$ cat src/rtl/msi_ring_pkg.sv
package msi_ring_pkg;
  localparam int CODE_W     = 2;
  localparam int MIN_SHIFT  = 15;
  localparam int OFF_W      = MIN_SHIFT + (1 << CODE_W) - 1;
  localparam int ENTRY_B    = 16;
  localparam int REG_AW     = 3;
  localparam int REG_DW     = 32;
  localparam int MEM_AW     = 64;
  localparam int NUM_W      = 32;
  localparam int ENTRY_W    = ENTRY_B * 8;

  typedef enum logic [REG_AW-1:0] {
    REG_CTRL    = 3'h0,
    REG_BASE_HI = 3'h3,
    REG_BASE_LO = 3'h4,
    REG_RD_OFF  = 3'h5,
    REG_WR_OFF  = 3'h6
  } reg_sel_e;

  typedef struct packed {
    logic [CODE_W-1:0] size_code;
    logic              stop_en;
    logic              irq_en;
    logic              full_det_en;
    logic              en;
  } ctrl_t;
endpackage

$ cat src/rtl/msi_ring_regs.sv
module msi_ring_regs
  import msi_ring_pkg::*;
#(
  parameter int OFF_W_P = OFF_W
) (
  input  logic               clk_i,
  input  logic               rst_ni,
  input  logic               reg_wr_i,
  input  logic [REG_AW-1:0]  reg_addr_i,
  input  logic [REG_DW-1:0]  reg_wdata_i,
  output logic [REG_DW-1:0]  reg_rdata_o,
  output ctrl_t              ctrl_o,
  output logic [MEM_AW-1:0]  base_o,
  output logic [OFF_W_P-1:0] rd_off_o,
  input  logic [OFF_W_P-1:0] off_mask_i,
  input  logic [OFF_W_P-1:0] wr_off_i,
  input  logic               ovf_set_i
);
  localparam int HALF_AW = MEM_AW / 2;

  ctrl_t               ctrl_q;
  logic [HALF_AW-1:0]  base_hi_q, base_lo_q;
  logic [OFF_W_P-1:0]  rd_q;
  logic                ovf_q;
  logic                wr_ctrl, ovf_clr;

  assign wr_ctrl = reg_wr_i && (reg_addr_i == REG_CTRL);
  assign ovf_clr = wr_ctrl && reg_wdata_i[16];

  always_ff @(posedge clk_i or negedge rst_ni) begin
    if (!rst_ni) begin
      ctrl_q    <= '0;
      base_hi_q <= '0;
      base_lo_q <= '0;
      rd_q      <= '0;
    end else if (reg_wr_i) begin
      case (reg_addr_i)
        REG_CTRL: begin
          ctrl_q.en          <= reg_wdata_i[0];
          ctrl_q.full_det_en <= reg_wdata_i[1];
          ctrl_q.irq_en      <= reg_wdata_i[3];
          ctrl_q.stop_en     <= reg_wdata_i[4];
          ctrl_q.size_code   <= reg_wdata_i[9:8];
        end
        REG_BASE_HI: base_hi_q <= reg_wdata_i[HALF_AW-1:0];
        REG_BASE_LO: base_lo_q <= reg_wdata_i[HALF_AW-1:0];
        REG_RD_OFF:  rd_q      <= reg_wdata_i[OFF_W_P-1:0];
        default: ;
      endcase
    end
  end

  // set has priority over a host clear in the same cycle
  always_ff @(posedge clk_i or negedge rst_ni) begin
    if (!rst_ni)        ovf_q <= 1'b0;
    else if (ovf_set_i) ovf_q <= 1'b1;
    else if (ovf_clr)   ovf_q <= 1'b0;
  end

  assign ctrl_o   = ctrl_q;
  assign base_o   = {base_hi_q, base_lo_q};
  assign rd_off_o = rd_q & off_mask_i;

  always_comb begin
    reg_rdata_o = '0;
    case (reg_addr_i)
      REG_CTRL:    reg_rdata_o = {15'b0, ovf_q, 6'b0, ctrl_q.size_code, 3'b0,
                                  ctrl_q.stop_en, ctrl_q.irq_en, 1'b0,
                                  ctrl_q.full_det_en, ctrl_q.en};
      REG_BASE_HI: reg_rdata_o = base_hi_q;
      REG_BASE_LO: reg_rdata_o = base_lo_q;
      REG_RD_OFF:  reg_rdata_o = REG_DW'(rd_off_o);
      REG_WR_OFF:  reg_rdata_o = REG_DW'(wr_off_i);
      default:     reg_rdata_o = '0;
    endcase
  end

  AST_OVF_STICKY: assert property (@(posedge clk_i) disable iff (!rst_ni)
    ovf_q && !ovf_clr |=> ovf_q);
  AST_OVF_SET_WINS: assert property (@(posedge clk_i) disable iff (!rst_ni)
    ovf_set_i |=> ovf_q);
endmodule

$ cat src/rtl/msi_ring_offsets.sv
module msi_ring_offsets
  import msi_ring_pkg::*;
#(
  parameter int OFF_W_P   = OFF_W,
  parameter int CODE_W_P  = CODE_W,
  parameter int ENTRY_B_P = ENTRY_B
) (
  input  logic                clk_i,
  input  logic                rst_ni,
  input  logic [CODE_W_P-1:0] size_code_i,
  input  logic [OFF_W_P-1:0]  rd_off_i,
  input  logic                adv_i,
  output logic [OFF_W_P-1:0]  off_mask_o,
  output logic [OFF_W_P-1:0]  wr_off_o,
  output logic                full_o,
  output logic                empty_o
);
  localparam int MAX_CODE = (1 << CODE_W_P) - 1;

  logic [OFF_W_P-1:0] span, wr_q, next_off;

  assign span       = {OFF_W_P{1'b1}} >> (MAX_CODE - int'(size_code_i));
  assign off_mask_o = span & ~OFF_W_P'(ENTRY_B_P - 1);
  assign wr_off_o   = wr_q & off_mask_o;
  assign next_off   = (wr_off_o + OFF_W_P'(ENTRY_B_P)) & off_mask_o;
  assign full_o     = (next_off == rd_off_i);
  assign empty_o    = (wr_off_o == rd_off_i);

  always_ff @(posedge clk_i or negedge rst_ni) begin
    if (!rst_ni)    wr_q <= '0;
    else if (adv_i) wr_q <= next_off;
  end

  AST_FULL_NOT_EMPTY: assert property (@(posedge clk_i) disable iff (!rst_ni)
    full_o |-> !empty_o);
endmodule

$ cat src/rtl/msi_ring_entry.sv
module msi_ring_entry
  import msi_ring_pkg::*;
#(
  parameter int ADDR_W_P  = MEM_AW,
  parameter int NUM_W_P   = NUM_W,
  parameter int ENTRY_W_P = ENTRY_W
) (
  input  logic                 clk_i,
  input  logic                 rst_ni,
  input  logic                 load_i,
  input  logic [ADDR_W_P-1:0]  addr_i,
  input  logic [NUM_W_P-1:0]   num_i,
  output logic                 valid_o,
  input  logic                 ready_i,
  output logic [ADDR_W_P-1:0]  addr_o,
  output logic [ENTRY_W_P-1:0] data_o,
  output logic                 done_o
);
  logic                pend_q;
  logic [ADDR_W_P-1:0] addr_q;
  logic [NUM_W_P-1:0]  num_q;

  assign done_o  = pend_q && ready_i;
  assign valid_o = pend_q;
  assign addr_o  = addr_q;
  assign data_o  = {{(ENTRY_W_P-NUM_W_P){1'b0}}, num_q};

  always_ff @(posedge clk_i or negedge rst_ni) begin
    if (!rst_ni) begin
      pend_q <= 1'b0;
      addr_q <= '0;
      num_q  <= '0;
    end else if (load_i) begin
      pend_q <= 1'b1;
      addr_q <= addr_i;
      num_q  <= num_i;
    end else if (done_o) begin
      pend_q <= 1'b0;
    end
  end

  AST_LOAD_IDLE: assert property (@(posedge clk_i) disable iff (!rst_ni)
    load_i |-> !valid_o);
  AST_REQ_HOLD: assert property (@(posedge clk_i) disable iff (!rst_ni)
    valid_o && !ready_i |=> valid_o && $stable(addr_o) && $stable(data_o));
endmodule

$ cat src/rtl/msi_ring_writer.sv
module msi_ring_writer
  import msi_ring_pkg::*;
(
  input  logic               clk_i,
  input  logic               rst_ni,
  input  logic               reg_wr_i,
  input  logic [REG_AW-1:0]  reg_addr_i,
  input  logic [REG_DW-1:0]  reg_wdata_i,
  output logic [REG_DW-1:0]  reg_rdata_o,
  input  logic               msi_valid_i,
  input  logic [NUM_W-1:0]   msi_num_i,
  output logic               msi_ready_o,
  output logic               mem_req_valid_o,
  input  logic               mem_req_ready_i,
  output logic [MEM_AW-1:0]  mem_req_addr_o,
  output logic [ENTRY_W-1:0] mem_req_data_o,
  output logic               irq_o
);
  ctrl_t              ctrl;
  logic [MEM_AW-1:0]  base;
  logic [OFF_W-1:0]   rd_off, wr_off, off_mask;
  logic               full, empty, accept, log_en, drop_ovf, done, hold_off;

  msi_ring_regs #(.OFF_W_P(OFF_W)) u_regs (
    .clk_i       (clk_i),
    .rst_ni      (rst_ni),
    .reg_wr_i    (reg_wr_i),
    .reg_addr_i  (reg_addr_i),
    .reg_wdata_i (reg_wdata_i),
    .reg_rdata_o (reg_rdata_o),
    .ctrl_o      (ctrl),
    .base_o      (base),
    .rd_off_o    (rd_off),
    .off_mask_i  (off_mask),
    .wr_off_i    (wr_off),
    .ovf_set_i   (drop_ovf)
  );

  msi_ring_offsets #(.OFF_W_P(OFF_W), .CODE_W_P(CODE_W), .ENTRY_B_P(ENTRY_B)) u_offs (
    .clk_i       (clk_i),
    .rst_ni      (rst_ni),
    .size_code_i (ctrl.size_code),
    .rd_off_i    (rd_off),
    .adv_i       (done),
    .off_mask_o  (off_mask),
    .wr_off_o    (wr_off),
    .full_o      (full),
    .empty_o     (empty)
  );

  // full-stop back-pressure only when full detection is armed
  assign hold_off    = ctrl.en && ctrl.full_det_en && ctrl.stop_en && full;
  assign msi_ready_o = !mem_req_valid_o && !hold_off;
  assign accept      = msi_valid_i && msi_ready_o;
  assign log_en      = accept && ctrl.en && !(ctrl.full_det_en && full);
  assign drop_ovf    = accept && ctrl.en && ctrl.full_det_en && full;

  msi_ring_entry #(.ADDR_W_P(MEM_AW), .NUM_W_P(NUM_W), .ENTRY_W_P(ENTRY_W)) u_entry (
    .clk_i   (clk_i),
    .rst_ni  (rst_ni),
    .load_i  (log_en),
    .addr_i  (base + MEM_AW'(wr_off)),
    .num_i   (msi_num_i),
    .valid_o (mem_req_valid_o),
    .ready_i (mem_req_ready_i),
    .addr_o  (mem_req_addr_o),
    .data_o  (mem_req_data_o),
    .done_o  (done)
  );

  assign irq_o = ctrl.en && ctrl.irq_en && !empty;

  AST_STOP_FULL: assert property (@(posedge clk_i) disable iff (!rst_ni)
    ctrl.en && ctrl.full_det_en && ctrl.stop_en && full |-> !msi_ready_o);
  AST_BUSY_NO_READY: assert property (@(posedge clk_i) disable iff (!rst_ni)
    mem_req_valid_o |-> !msi_ready_o);
  AST_DISABLED_NO_REQ: assert property (@(posedge clk_i) disable iff (!rst_ni)
    accept && !ctrl.en && !mem_req_valid_o |=> !mem_req_valid_o);
  AST_WR_STABLE_BUSY: assert property (@(posedge clk_i) disable iff (!rst_ni)
    !(mem_req_valid_o && mem_req_ready_i) && !reg_wr_i |=> $stable(wr_off));
endmodule

$ cat config.mk
export PLATFORM = sky130hd
export DESIGN_NAME = msi_ring_writer
export DESIGN_NICKNAME = d
export VERILOG_FILES = /design/src/rtl/msi_ring_pkg.sv /design/src/rtl/msi_ring_regs.sv /design/src/rtl/msi_ring_offsets.sv /design/src/rtl/msi_ring_entry.sv /design/src/rtl/msi_ring_writer.sv
export SDC_FILE = /design/constraint.sdc
export NUM_CORES = 1
export LEC_CHECK = 0
export BUFFER_PORTS_ARGS = -buffer_cell sky130_fd_sc_hd__buf_2
export CORE_UTILIZATION = 50
export CTS_BUF_LIST = sky130_fd_sc_hd__clkbuf_16
export DETAILED_ROUTE_END_ITERATION = 6
export PLACE_DENSITY = 0.84
export SYNTH_ARGS = -nofsm -noshare
export SYNTH_HDL_FRONTEND = slang
export SYNTH_SLANG_ARGS = --single-unit
$ cat constraint.sdc
create_clock -name clk_i -period 5.3 [get_ports clk_i]
set_input_delay 0.53 -clock clk_i [delete_from_list [all_inputs] [get_ports clk_i]]
set_output_delay 0.53 -clock clk_i [all_outputs]
set_load 0.005 [all_outputs]
==> impl_metrics.ini <==
[route]
vias_per_cell = 5.545
vias = 8156
ant_nets = 0
drc = 0
drt_wl_total_um = 28500
drt-initial-drc-count = 652
wl_per_cell_um = 19.38
drt_pass1_iterations = 6

[cells_and_area]
final_cells = 1471
drive_gt1_share_pct = 36.22
fin_util_pct = 57.80
area_growth_pct = 13.11
nets = 1265
finish.instance_area_sq_mm = 0.01265

[synthesis]
synth_cells = 1000
synth-edff-count = 0
synth.cell_area_sq_mm = 0.01119
async_reset_ff_share_pct = 100.0
dominantRegCellSynth = dfrtp_1
yosysUniqueCellTypes = 62
synth.yosys.warnings = 0
yosysTopAreaCell = dfrtp_1
synth_top_area_share_pct = 43.84
ys_ff_latch = 196
syn_area_per_cell_sq_um = 11.19
ys_seq_area_share_pct = 43.84
synthTopCellsByArea = dfrtp_1, mux2_2, buf_4, xnor2_1, mux2_4

[place]
dpl-instance-area_sq_mm = 0.01203
gp_congestion = 0.9778
place_hpwl_um = 21030
io_buffer_count = 202
place_ws_ns = 1.464
placed_cells = 1438

[sta]
finalHoldViolCount = 0
rsz0062_at_grt = false
layout_min_cycle_time_ns = 3.938
tightest_slew_ns = 1.091
fmax_mhz = 253.9
slew_headroom_pct = 27.01
finalCritPeriodShare_pct = 74.31
finClkSkew_ns = 0.01198
setup_ws_ns = 1.362
setup_viol = 0
maxSlewViolCount = 0
fin_tns_setup_ns = 0

[clocking]
cts_setup_buffers = 0
clockRootBuffer = clkbuf_16
path_clk_slew_ns = 0.08
clock_path_buffers = 2
numCtsBuffers = 17
cts_tree = yes
cts_sinks = 196
post_cts_resized = 0
clock_latency_ns = 0.44
cts_max_level = 4
hold_buffers = 0

[critical_path]
start_kind = register
cp.required_ns = 5.64
r2r_slack_ns = 1.36
worst_setup_path_end_kind = register
crit_arrival_ns = 4.27
worstReg2RegEnd = u_entry.addr_o[63]
critPathKind = register to register
crit_path_start = u_regs.ctrl_o[5]
crit_path_end = u_entry.addr_o[63]
ff2ff_path_depth = 10
path_max_fanout = 11
reg2reg_from = u_regs.ctrl_o[5]

[pwr]
ir_drop_v = 0.0002508
power.density_mw_per_mm2 = 446.3
p_leak_nw = 5.960

[die]
coreArea_sq_mm = 0.02189
fp.dieH_um = 151.6
initial_utilization_pct = 51.10
pin_count = 299
fp-row-count = 54
die_w_um = 151.6
dieArea_sq_mm = 0.02298

[worst_hold_path]
hold_path.class = input port to async pin

[job]
cap_violations = 0

[grt]
grt_pass1_vias = 7580
grt_pass1_wl_um = 42540
grt_remaining_overflow = 0
grt_start_max_net_pins = 91
antenna_found_initial = 1
track_usage_pct = 24.66

[outcome]
status = complete, no violations
worst min path at each step:
| stage | from | endpoint | slack (ns) |
|---|---|---|---|
| after floorplan | rst_ni | u_entry.addr_o[0] | 0.23 |
| after global placement | u_regs.ovf_q | u_regs.ovf_q | 0.48 |
| after detailed placement | u_regs.ovf_q | u_regs.ovf_q | 0.48 |
| after CTS | rst_ni | u_entry.num_q[14] | 0.16 |
| after global routing | rst_ni | u_entry.num_q[13] | 0.19 |
| final | rst_ni | u_entry.num_q[13] | 0.13 |
power breakdown:
part	total, W	switching [W]	internal [W]
combinational	0.00182	0.000805	0.00101
clock	0.00134	0.000655	0.000681
sequential	0.00249	0.000474	0.00202
cells in the mapped netlist, types with 2 or more instances:
master,number
xnor2_1,44
or4_1,3
ha_1,15
mux2_2,152
mux2_4,25
and4_1,7
and2_1,7
a21oi_1,15
nor3b_1,4
xor2_1,42
a311oi_1,4
buf_4,97
nand2b_1,5
a31oi_1,3
dfrtp_1,196
or3_1,2
nand3_1,26
a21o_1,7
nand3b_1,2
o21ai_0,33
buf_1,6
nor2b_1,5
o21a_1,2
a22o_1,26
a211oi_1,5
nand4_1,17
mux2i_1,21
o211ai_1,5
and3_1,11
nand2_1,46
inv_1,21
or2_2,4
o21bai_1,3
nor3_1,24
o31ai_1,2
a22oi_1,4
clkbuf_1,29
buf_2,11
nor2_1,37
nor4_1,6
buf_6,5
state kept, by name, indices dropped and copies added (netlist names):
signal / count
u_entry.addr_o: 64
u_entry.num_q: 32
u_entry.valid_o: 1
u_offs.wr_q: 14
u_regs.base_hi_q: 32
u_regs.base_lo_q: 32
u_regs.ctrl_o: 6
u_regs.ovf_q: 1
u_regs.rd_q: 14
worst max-delay path, cell delays in order, from the launching register on:
cell     delay, ns
dfrtp_1       0.50
or2_2         0.38
and2_1        0.18
ha_1          0.41
nor2_1        0.10
o21ai_0       0.60
and2_1        0.45
o21ai_0       0.30
or4_1         0.49
xnor2_1       0.15
mux2_2        0.26
cells by family (layout without fill, tap and decap cells):
logic type	count (synthesis)	count (layout)	synth area share, %
AND/OR/NAND/NOR	214	214	10.13
multiplexers	198	198	20.53
flip-flops	196	196	43.84
buffers and inverters	169	264	9.384
AO/OA/AOI/OAI	120	120	7.482
XOR/XNOR	86	86	6.733
adder cells (fa/ha/maj)	16	16	1.857
other	1	97	0.03352
final cells by class:
cell class / instances / area, sq um
Multi-Input combinational cell: 730 / 5597
Timing Repair Buffer: 211 / 1100
Fill cell: 1835 / 9238
Antenna cell: 1 / 2.502
Inverter: 21 / 78.83
Sequential cell: 196 / 4905
Clock inverter: 15 / 195.2
Clock buffer: 17 / 425.4
Tap cell: 280 / 350.3
metal layers:
layer  vias up  share of wire [%]  GRT usage [%]
met4         0                3.8          11.24
met5         -                  0              0
met2       376                 47          38.86
met1      4017                 42          32.84
met3        56                6.6          4.790
li1       3707                  -              -
stage by stage:
stage | hold WS [ns] | total power (W)
after floorplan | 0.2344 | 0.003561
after global placement | 0.4848 | 0.004259
after detailed placement | 0.4768 | 0.004332
after CTS | 0.1624 | 0.005669
after global routing | 0.1922 | 0.005973
final | 0.1305 | 0.005647
cells in the final DEF (no fill, tap or decap), types with 7 or more instances in the layout:
cell type / count
buf_2: 201
dfrtp_1: 196
mux2_2: 152
conb_1: 96
nand2_1: 46
xnor2_1: 44
xor2_1: 42
nor2_1: 37
o21ai_0: 33
a22o_1: 26
nand3_1: 26
mux2_4: 25
nor3_1: 24
inv_1: 22
mux2i_1: 21
nand4_1: 17
clkbuf_16: 17
a21oi_1: 15
ha_1: 15
and3_1: 11
buf_4: 8
and2_1: 7
and4_1: 7
a21o_1: 7
Note: power is estimated with default switching activity, not from simulation.
